## config.mk

```make
export PLATFORM = sky130hd
export DESIGN_NAME = cellpair_guard
export DESIGN_NICKNAME = d
export VERILOG_FILES = /design/src/rtl/cpg_pkg.sv /design/src/rtl/cpg_arbiter.sv /design/src/rtl/cpg_duty.sv /design/src/rtl/cpg_fsm.sv /design/src/rtl/cellpair_guard.sv
export SDC_FILE = /design/constraint.sdc
export NUM_CORES = 1
export LEC_CHECK = 0
export ABC_AREA = 1
export BUFFER_PORTS_ARGS = -buffer_cell sky130_fd_sc_hd__buf_2
export CAP_MARGIN = 20
export CORE_AREA = 8 8 45 47
export CTS_CLUSTER_DIAMETER = 100
export DETAILED_ROUTE_END_ITERATION = 8
export DIE_AREA = 0 0 53 55
export PLACE_DENSITY = 0.51
export SLEW_MARGIN = 10
export SYNTH_ARGS = -nofsm -noshare
export SYNTH_HDL_FRONTEND = slang
export SYNTH_SLANG_ARGS = --single-unit
```

## constraint.sdc

```tcl
create_clock -name clk -period 2.25 [get_ports clk]
set_clock_uncertainty 0.05 [all_clocks]
set_input_delay 0 -clock clk [delete_from_list [all_inputs] [get_ports clk]]
set_output_delay 0 -clock clk [all_outputs]
set_load 0.02 [all_outputs]
```

## src/rtl/cpg_pkg.sv

```systemverilog
`timescale 1ns/1ps
package cpg_pkg;

  localparam logic [1:0] CELL_ODC  = 2'b00;
  localparam logic [1:0] CELL_NORM = 2'b01;

  typedef enum logic [2:0] {
    M_SHDN,
    M_RUN,
    M_OCHOLD,
    M_SHORT,
    M_REVERSE,
    M_TAPOFF,
    M_DUTY_HI,
    M_DUTY_LO
  } mode_t;

  // Priority selection of the wanted mode (R12 order).
  function automatic mode_t cpg_pick(input logic shrt, input logic rev,
                                     input logic tap, input logic uv,
                                     input logic odc, input logic oc_hit,
                                     input logic chg);
    if (shrt)        return M_SHORT;
    else if (rev)    return M_REVERSE;
    else if (tap)    return (uv && chg) ? M_DUTY_LO : M_TAPOFF;
    else if (uv)     return chg ? M_DUTY_LO : M_SHDN;
    else if (odc)    return chg ? M_DUTY_HI : M_SHDN;
    else if (oc_hit) return chg ? M_OCHOLD : M_RUN;
    else             return M_RUN;
  endfunction

  function automatic logic cpg_cycling(input mode_t m);
    return (m == M_DUTY_HI) || (m == M_DUTY_LO);
  endfunction

endpackage

```

## src/rtl/cpg_arbiter.sv

```systemverilog
`timescale 1ns/1ps
module cpg_arbiter
  import cpg_pkg::*;
(
  input  logic [1:0] cell_hi,
  input  logic [1:0] cell_lo,
  input  logic       pack_uv,
  input  logic       chg_eff,
  input  logic       chg_reversed,
  input  logic       oc_trip,
  input  logic       load_short,
  input  logic       tap_open,
  output mode_t      target
);
  logic any_odc;
  logic any_oc;

  assign any_odc = (cell_hi == CELL_ODC) || (cell_lo == CELL_ODC);
  assign any_oc  = cell_hi[1] | cell_lo[1];

  assign target = cpg_pick(load_short, chg_reversed, tap_open, pack_uv,
                           any_odc, any_oc & oc_trip, chg_eff);
endmodule

```

## src/rtl/cpg_duty.sv

```systemverilog
`timescale 1ns/1ps
module cpg_duty
  import cpg_pkg::*;
#(
  parameter int FRAME_LEN = 8,
  parameter int LONG_ON   = 7,
  parameter int SHORT_ON  = 1,
  localparam int SLOT_W   = $clog2(FRAME_LEN)
)(
  input  logic              clk,
  input  logic              rst_n,
  input  logic              tick,
  input  mode_t             mode_q,
  output logic [SLOT_W-1:0] slot_q,
  output logic              chk_point,
  output logic              gate_en
);
  localparam logic [SLOT_W-1:0] LAST      = SLOT_W'(FRAME_LEN - 1);
  localparam logic [SLOT_W-1:0] LONG_CUT  = SLOT_W'(LONG_ON);
  localparam logic [SLOT_W-1:0] SHORT_CUT = SLOT_W'(SHORT_ON);

  logic              cyc;
  logic [SLOT_W-1:0] slot_nx;

  assign cyc = cpg_cycling(mode_q);

  generate
    if (FRAME_LEN == (1 << SLOT_W)) begin : g_wrap_free
      assign slot_nx = slot_q + 1'b1;
    end else begin : g_wrap_cmp
      assign slot_nx = (slot_q == LAST) ? '0 : slot_q + 1'b1;
    end
  endgenerate

  always_ff @(posedge clk or negedge rst_n) begin
    if (!rst_n)    slot_q <= '0;
    else if (!cyc) slot_q <= '0;
    else if (tick) slot_q <= slot_nx;
  end

  assign chk_point = cyc && tick && (slot_q == LAST);

  always_comb begin
    unique case (mode_q)
      M_RUN:     gate_en = 1'b1;
      M_DUTY_HI: gate_en = (slot_q < LONG_CUT);
      M_DUTY_LO: gate_en = (slot_q < SHORT_CUT);
      default:   gate_en = 1'b0;
    endcase
  end
endmodule

```

## src/rtl/cpg_fsm.sv

```systemverilog
`timescale 1ns/1ps
module cpg_fsm
  import cpg_pkg::*;
(
  input  logic  clk,
  input  logic  rst_n,
  input  mode_t target,
  input  logic  chg_present,
  input  logic  chk_point,
  input  logic  load_short,
  input  logic  load_gone,
  output mode_t mode_q,
  output logic  chg_eff
);
  mode_t mode_nx;

  // While cycling, the charger reading counts only at the check point.
  assign chg_eff = cpg_cycling(mode_q) ? (chk_point ? chg_present : 1'b1)
                                       : chg_present;

  always_comb begin
    unique case (mode_q)
      M_SHDN:  mode_nx = chg_present ? target : M_SHDN;
      M_SHORT: mode_nx = (load_gone && !load_short) ? target : M_SHORT;
      default: mode_nx = target;
    endcase
  end

  always_ff @(posedge clk or negedge rst_n) begin
    if (!rst_n) mode_q <= M_SHDN;
    else        mode_q <= mode_nx;
  end
endmodule

```

## src/rtl/cellpair_guard.sv

```systemverilog
`timescale 1ns/1ps
module cellpair_guard
  import cpg_pkg::*;
#(
  parameter int FRAME_LEN = 8,
  parameter int LONG_ON   = 7,
  parameter int SHORT_ON  = 1
)(
  input  logic       clk,
  input  logic       rst_n,
  input  logic       tick,
  input  logic [1:0] cell_hi,
  input  logic [1:0] cell_lo,
  input  logic       pack_uv,
  input  logic       chg_present,
  input  logic       chg_reversed,
  input  logic       oc_trip,
  input  logic       load_short,
  input  logic       load_gone,
  input  logic       tap_open,
  output logic       gate_en,
  output logic       shutdown
);
  localparam int SLOT_W = $clog2(FRAME_LEN);

  mode_t             mode_q;
  mode_t             target;
  logic              chg_eff;
  logic              chk_point;
  logic [SLOT_W-1:0] slot_q;

  cpg_arbiter u_arb (
    .cell_hi      (cell_hi),
    .cell_lo      (cell_lo),
    .pack_uv      (pack_uv),
    .chg_eff      (chg_eff),
    .chg_reversed (chg_reversed),
    .oc_trip      (oc_trip),
    .load_short   (load_short),
    .tap_open     (tap_open),
    .target       (target)
  );

  cpg_fsm u_fsm (
    .clk         (clk),
    .rst_n       (rst_n),
    .target      (target),
    .chg_present (chg_present),
    .chk_point   (chk_point),
    .load_short  (load_short),
    .load_gone   (load_gone),
    .mode_q      (mode_q),
    .chg_eff     (chg_eff)
  );

  cpg_duty #(
    .FRAME_LEN (FRAME_LEN),
    .LONG_ON   (LONG_ON),
    .SHORT_ON  (SHORT_ON)
  ) u_duty (
    .clk       (clk),
    .rst_n     (rst_n),
    .tick      (tick),
    .mode_q    (mode_q),
    .slot_q    (slot_q),
    .chk_point (chk_point),
    .gate_en   (gate_en)
  );

  assign shutdown = (mode_q == M_SHDN);
endmodule

```

Word level (Yosys, flattened, before mapping)
Index checks and enable logic that the tools add are counted.
{ "word_totals": {"ff_bits": 6, "wordCells": 41, "in_bits": 14} }
{ "classes": {"n_eq_ne": 6, "n_reduce_logical": 10, "magnitude_cmp": 2, "mux": 18, "add_sub_neg": 1, "bitwise": 2} }
{ "ops": {"columns": ["op", "n"], "rows": [
  ["3-bit 2-to-1 mux", 12],
  ["3-bit == test, second input constant", 3],
  ["3-bit one-hot mux with 2 select lines", 1],
  ["1-bit logical AND", 4],
  ["2-bit logical NOT", 2],
  ["2-bit 2-to-1 mux", 2],
  ["3-bit by 1-bit adder with 3-bit output, second input constant", 1],
  ["3-bit by 1-bit == test with 1-bit output, second input constant", 1],
  ["3-bit by 2-bit == test with 1-bit output, second input constant", 1],
  ["3-bit logical NOT", 1],
  ["3-bit by 1-bit less-than comparator with 1-bit output, second input constant", 1],
  ["3-bit less-than comparator, second input constant", 1],
  ["1-bit one-hot mux with 3 select lines", 1],
  ["1-bit logical OR", 2],
  ["1-bit 2-to-1 mux", 2],
  ["2-bit inequality test, second input constant", 1],
  ["1-bit bitwise AND", 1],
  ["1-bit logical NOT", 1],
  ["1-bit bitwise OR", 1]
]} }

Depth between registers and ports, before layout
{ "logic_depth": {"word_depth": 15, "mapped_depth": 10, "ltp_nobuf": 10} }

Hierarchy
From an unflattened synthesis, not the netlist that was laid out.
{ "hier_totals": {"hier_cells": 97, "area_unflattened_um2": 570.5} }
{ "by_module_without_submodules": {"columns": ["mod", "area_per_inst_um2", "cells_each", "n_inst"], "rows": [
  ["cpg_fsm", 216.5, 30, 1],
  ["cpg_duty", 207.7, 30, 1],
  ["cpg_arbiter", 128.9, 33, 1],
  ["cellpair_guard", 17.5, 4, 1]
]} }

Least setup slack after synthesis
OpenSTA, ideal clock, no wires.
{ "synth_path": {"path_kind": "reg-to-reg", "startpoint": "reg u_fsm.mode_q[1]", "endpoint": "reg u_fsm.mode_q[0]", "path_buffers": 0, "t_required_ns": 2.068, "arrival_ns": 1.228, "setup_time_ns": 0.132, "setup_slack_ns": 0.840, "path_stages_with_launch": 5, "cell_sequence": "dfrtp_1 -> nor3_1 -> nand2_1 -> inv_1 -> a21oi_1"} }
{ "synth_via": {"elab_cells_between_ends": 20, "classes_between": "3 x eq/ne; 13 x mux; 4 x reduce/logical"} }
{ "synth_lines": {"columns": ["element", "line", "text"], "rows": [
  ["start, declared", "cpg_fsm.sv:12", "output mode_t mode_q,"],
  ["start signal, assigned", "cpg_fsm.sv:31", "else mode_q <= mode_nx;"],
  ["3-bit logical NOT", null, null],
  ["net shutdown", "cellpair_guard.sv:22", "output logic shutdown"],
  ["3-bit one-hot mux with 2 select lines", "cpg_fsm.sv:22", "unique case (mode_q)"],
  ["net u_fsm.mode_nx[0]", "cpg_fsm.sv:15", "mode_t mode_nx;"]
]} }
The timed path passes the listed nets, and every way through them passes these cells.
A chain may end at the register's enable or synchronous reset.

Worst setup path after layout
{ "layout_path": {"startpoint": "reg u_duty.slot_q[0]", "endpoint": "reg u_fsm.mode_q[1]"} }
{ "layout_via": {"elab_chain_cells": 13, "elab_cells_between_ends": 18, "classes_between": "1 x eq/ne; 15 x mux; 2 x reduce/logical"} }
{ "layout_lines": {"columns": ["element", "line", "text"], "rows": [
  ["start, declared", "cpg_duty.sv:14", "output logic [SLOT_W-1:0] slot_q,"],
  ["start signal, assigned", "cpg_duty.sv:38", "else if (tick) slot_q <= slot_nx;"],
  ["3-bit == test *", "cpg_duty.sv:41", "assign chk_point = cyc && tick && (slot_q == LAST);"],
  ["1-bit logical AND *", "cpg_duty.sv:41", null],
  ["1-bit 2-to-1 mux * (2 in series)", "cpg_fsm.sv:18", "assign chg_eff = cpg_cycling(mode_q) ? (chk_point ? chg_present : 1'b1)"],
  ["2-bit 2-to-1 mux", "cpg_pkg.sv:28", "else if (oc_hit) return chg ? M_OCHOLD : M_RUN;"],
  ["3-bit 2-to-1 mux", "cpg_pkg.sv:28", null],
  ["3-bit 2-to-1 mux", "cpg_pkg.sv:27", "else if (odc) return chg ? M_DUTY_HI : M_SHDN;"],
  ["3-bit 2-to-1 mux", "cpg_pkg.sv:26", "else if (uv) return chg ? M_DUTY_LO : M_SHDN;"],
  ["3-bit 2-to-1 mux *", "cpg_pkg.sv:25", "else if (tap) return (uv && chg) ? M_DUTY_LO : M_TAPOFF;"],
  ["3-bit 2-to-1 mux *", "cpg_pkg.sv:24", "else if (rev) return M_REVERSE;"],
  ["3-bit 2-to-1 mux *", "cpg_pkg.sv:23", "if (shrt) return M_SHORT;"],
  ["3-bit 2-to-1 mux, on equally long branches", "cpg_fsm.sv:24, cpg_fsm.sv:23", null],
  ["3-bit one-hot mux with 2 select lines *", "cpg_fsm.sv:22", null],
  ["net u_fsm.mode_nx[1]", "cpg_fsm.sv:15", null]
]} }
Mark *: on every way through the listed nets, which the timed path passes. The rest lies on a longest branch.

==> reports/metrics.cfg <==
[clock_network]
cts_tree = built
cts_buffers = 3
path_clk_slew_ns = 0.04
cts_root_buf = clkbuf_4
post_cts_buffers = 0
postCtsResizedCells = 0
hold_buffers = 4
ctsLongestPathBuffers = 2
clock-sinks = 6
clock_latency_ns = 0.25
htree_levels = 1

[die]
rows = 14
num_io_pins = 16
design.die.area_um2 = 2920
die_w_um = 53
coreArea_um2 = 1380
initial_core_util_pct = 30.3
chipHeight_um = 55

[layout]
multi_input_area_um2 = 230
mostFrequentLayoutCells = buf_2 (15), nand2_1 (10), inv_1 (8)
antenna_cells = 0
fill_cells = 149
mostFrequentLayoutCell = buf_2
drive_gt1_share_pct = 34.6
syn2layout_area_growth_pct = 37.6
fin_area_um2 = 577
fin_nets = 96
ff_latch_area_um2 = 150

[timing]
slew_headroom_pct = 76.6
rsz0062_at_grt = no
period_share_pct = 66.4
drv_slew = 0
fin_crit_ns = 1.49
finalSetupTns_ns = 0
hold_viol = 0
worst_pin_slew_ns = 0.349
setup_viol = 0
fmax_ghz = 0.670
worst_slack_ns = 0.757

[synthesis]
synth-seq-area-share_pct = 35.8
ys_types = 19
ys_warn_count = 0
synth_seq_cells = 6
synth_flop_cell = dfrtp_1
synth_edf_count = 0
synthCells = 56
mappedNetlistArea_um2 = 419
synth.avg_cell_area_um2 = 7.48
synthArstFlopShare_pct = 100
syn-num-nets = 72

[global_routing]
groute.usage.overall_pct = 7.90
gr-usage-met2_pct = 11.1
met1_usage_pct = 8.15
antenna_found_initial = 0
grt_pass1_wl_mm = 1.62
grt_pass1_vias = 442
grt_util_met3_pct = 2.67
grt_overflow = 0
grt_max_degree = 7
grt.busiest_layer = met2

[power_and_ir_drop]
clockPowerShare_pct = 32.0
cellLeakagePower_uw = 0.000316
irDropWorstVdd_v = 0.000163
power_uw = 311
internal-power_uw = 217
p_sw_uw = 94.6
switching_share_pct = 30.4
power_density_nw_per_um2 = 539
power_frac_seq_pct = 41.4
p_comb_share_pct = 26.7

[placed_design]
portBuffers = 15
dp_slack_ns = 0.745
gp_congestion = 0.691
placed_area_um2 = 514
dp_hpwl_um = 792

[flow_run]
drv_cap = 0

[route]
drtIter0Drc = 5
final_antenna_net_count = 0
first_pass_iters = 3
drc = 0
viasPerCell = 4.34
vias = 408
drt_wl_total_um = 934
wl_per_cell_um = 9.94

[setup_path]
worst_setup_path_end_kind = flop
startpoint_type = flop
arrival_ns = 1.62
worst-setup-path-type = flop to flop
cp.required_ns = 2.38
crit_fanout = 4

[run_status]
status = completed

[hold_path]
worstHoldPathType = input pin to flop

==> stage by stage <==
| step | utilization, % | hold slack (ns) | cells |
|---|---|---|---|
| after floorplan | - | -0.346 | 56 |
| after global placement | 37.2 | -0.223 | 87 |
| after detailed placement | 37.2 | -0.223 | 87 |
| after CTS | 41.7 | 0.0167 | 94 |
| after global routing | 41.7 | 0.0283 | 94 |
| final | 41.7 | 0.0176 | 94 |
==> sequential cells by signal, indices dropped and copies added, names as in the netlist <==
| register | count |
|---|---|
| u_fsm.mode_q | 3 |
| u_duty.slot_q | 3 |
==> final cells by class <==
type	instances	share of cell area (%)
multi-input combinational	40	39.9
sequential	6	26.0
timing repair buffer	19	20.0
inverter	10	6.72
clock buffer	3	3.90
tap	16	3.47
==> logic make-up (layout without fill, tap and decap cells) <==
family	Yosys count	in the layout	synth area share [%]
and+or+nand+nor	25	25	28.7
DFF	6	6	35.8
adders and majority gates	2	2	5.97
buffers and inverters	10	32	9.25
xor gates and xnor gates	1	1	2.09
AOI/OAI and AO/OA	12	12	18.2
==> synth_stat cells, types with 2 or more instances <==
master | count | area share (%)
o31ai_1 | 2 | 3.6
inv_1 | 8 | 7.2
nand3_1 | 4 | 4.8
dfrtp_1 | 6 | 36
nand2_1 | 10 | 9.0
o21ai_0 | 2 | 2.4
nor2_1 | 4 | 3.6
ha_1 | 2 | 6.0
a21oi_2 | 2 | 4.2
nand2_2 | 4 | 6.0
a21oi_1 | 4 | 4.8
==> critical path, cell delays in order (launching register included) <==
cell and delay (ns):
dfrtp_1 0.42, ha_1 0.22, ha_1 0.18, nand2_1 0.08, nand2_2 0.07, nand2_4 0.07, nand2_2 0.05, a21oi_2 0.10
nand2_1 0.07, a21oi_2 0.11
==> power by group through the flow <==
stage | registers, uW | logic (uW) | clock network (uW)
6_report | 129 | 82.9 | 99.5
5_1_grt | 130 | 95.3 | 116
4_1_cts | 129 | 84.6 | 103
3_5_place_dp | 130 | 79.3 | 0
3_3_place_gp | 130 | 78.6 | 0
2_1_floorplan | 128 | 52.3 | 0
==> final timing paths <==
kind | startpoint | endpoint | slack, ns | depth (start not counted)
setup / recovery | u_duty.slot_q[0]$_DFFE_PN0P_ | u_fsm.mode_q[1]$_DFF_PN0_ | 0.76 | 9
hold / removal | tap_open | u_fsm.mode_q[1]$_DFF_PN0_ | 0.02 | 4
setup reg to reg | u_duty.slot_q[0]$_DFFE_PN0P_ | u_fsm.mode_q[1]$_DFF_PN0_ | 0.76 | 9
hold reg to reg | u_fsm.mode_q[1]$_DFF_PN0_ | u_duty.slot_q[0]$_DFFE_PN0P_ | 0.53 | 2
max in group asynchronous | rst_n | u_duty.slot_q[2]$_DFFE_PN0P_ | 1.96 | 2
min in group asynchronous | rst_n | u_fsm.mode_q[2]$_DFF_PN0_ | 0.05 | 2
==> layer usage <==
metal / up-vias / wire (um)
met5: - / 0
met2: 16 / 394
met4: 0 / 32
met3: 3 / 86
li1: 226 / -
met1: 163 / 420
Note: power is estimated with default switching activity, not from simulation.
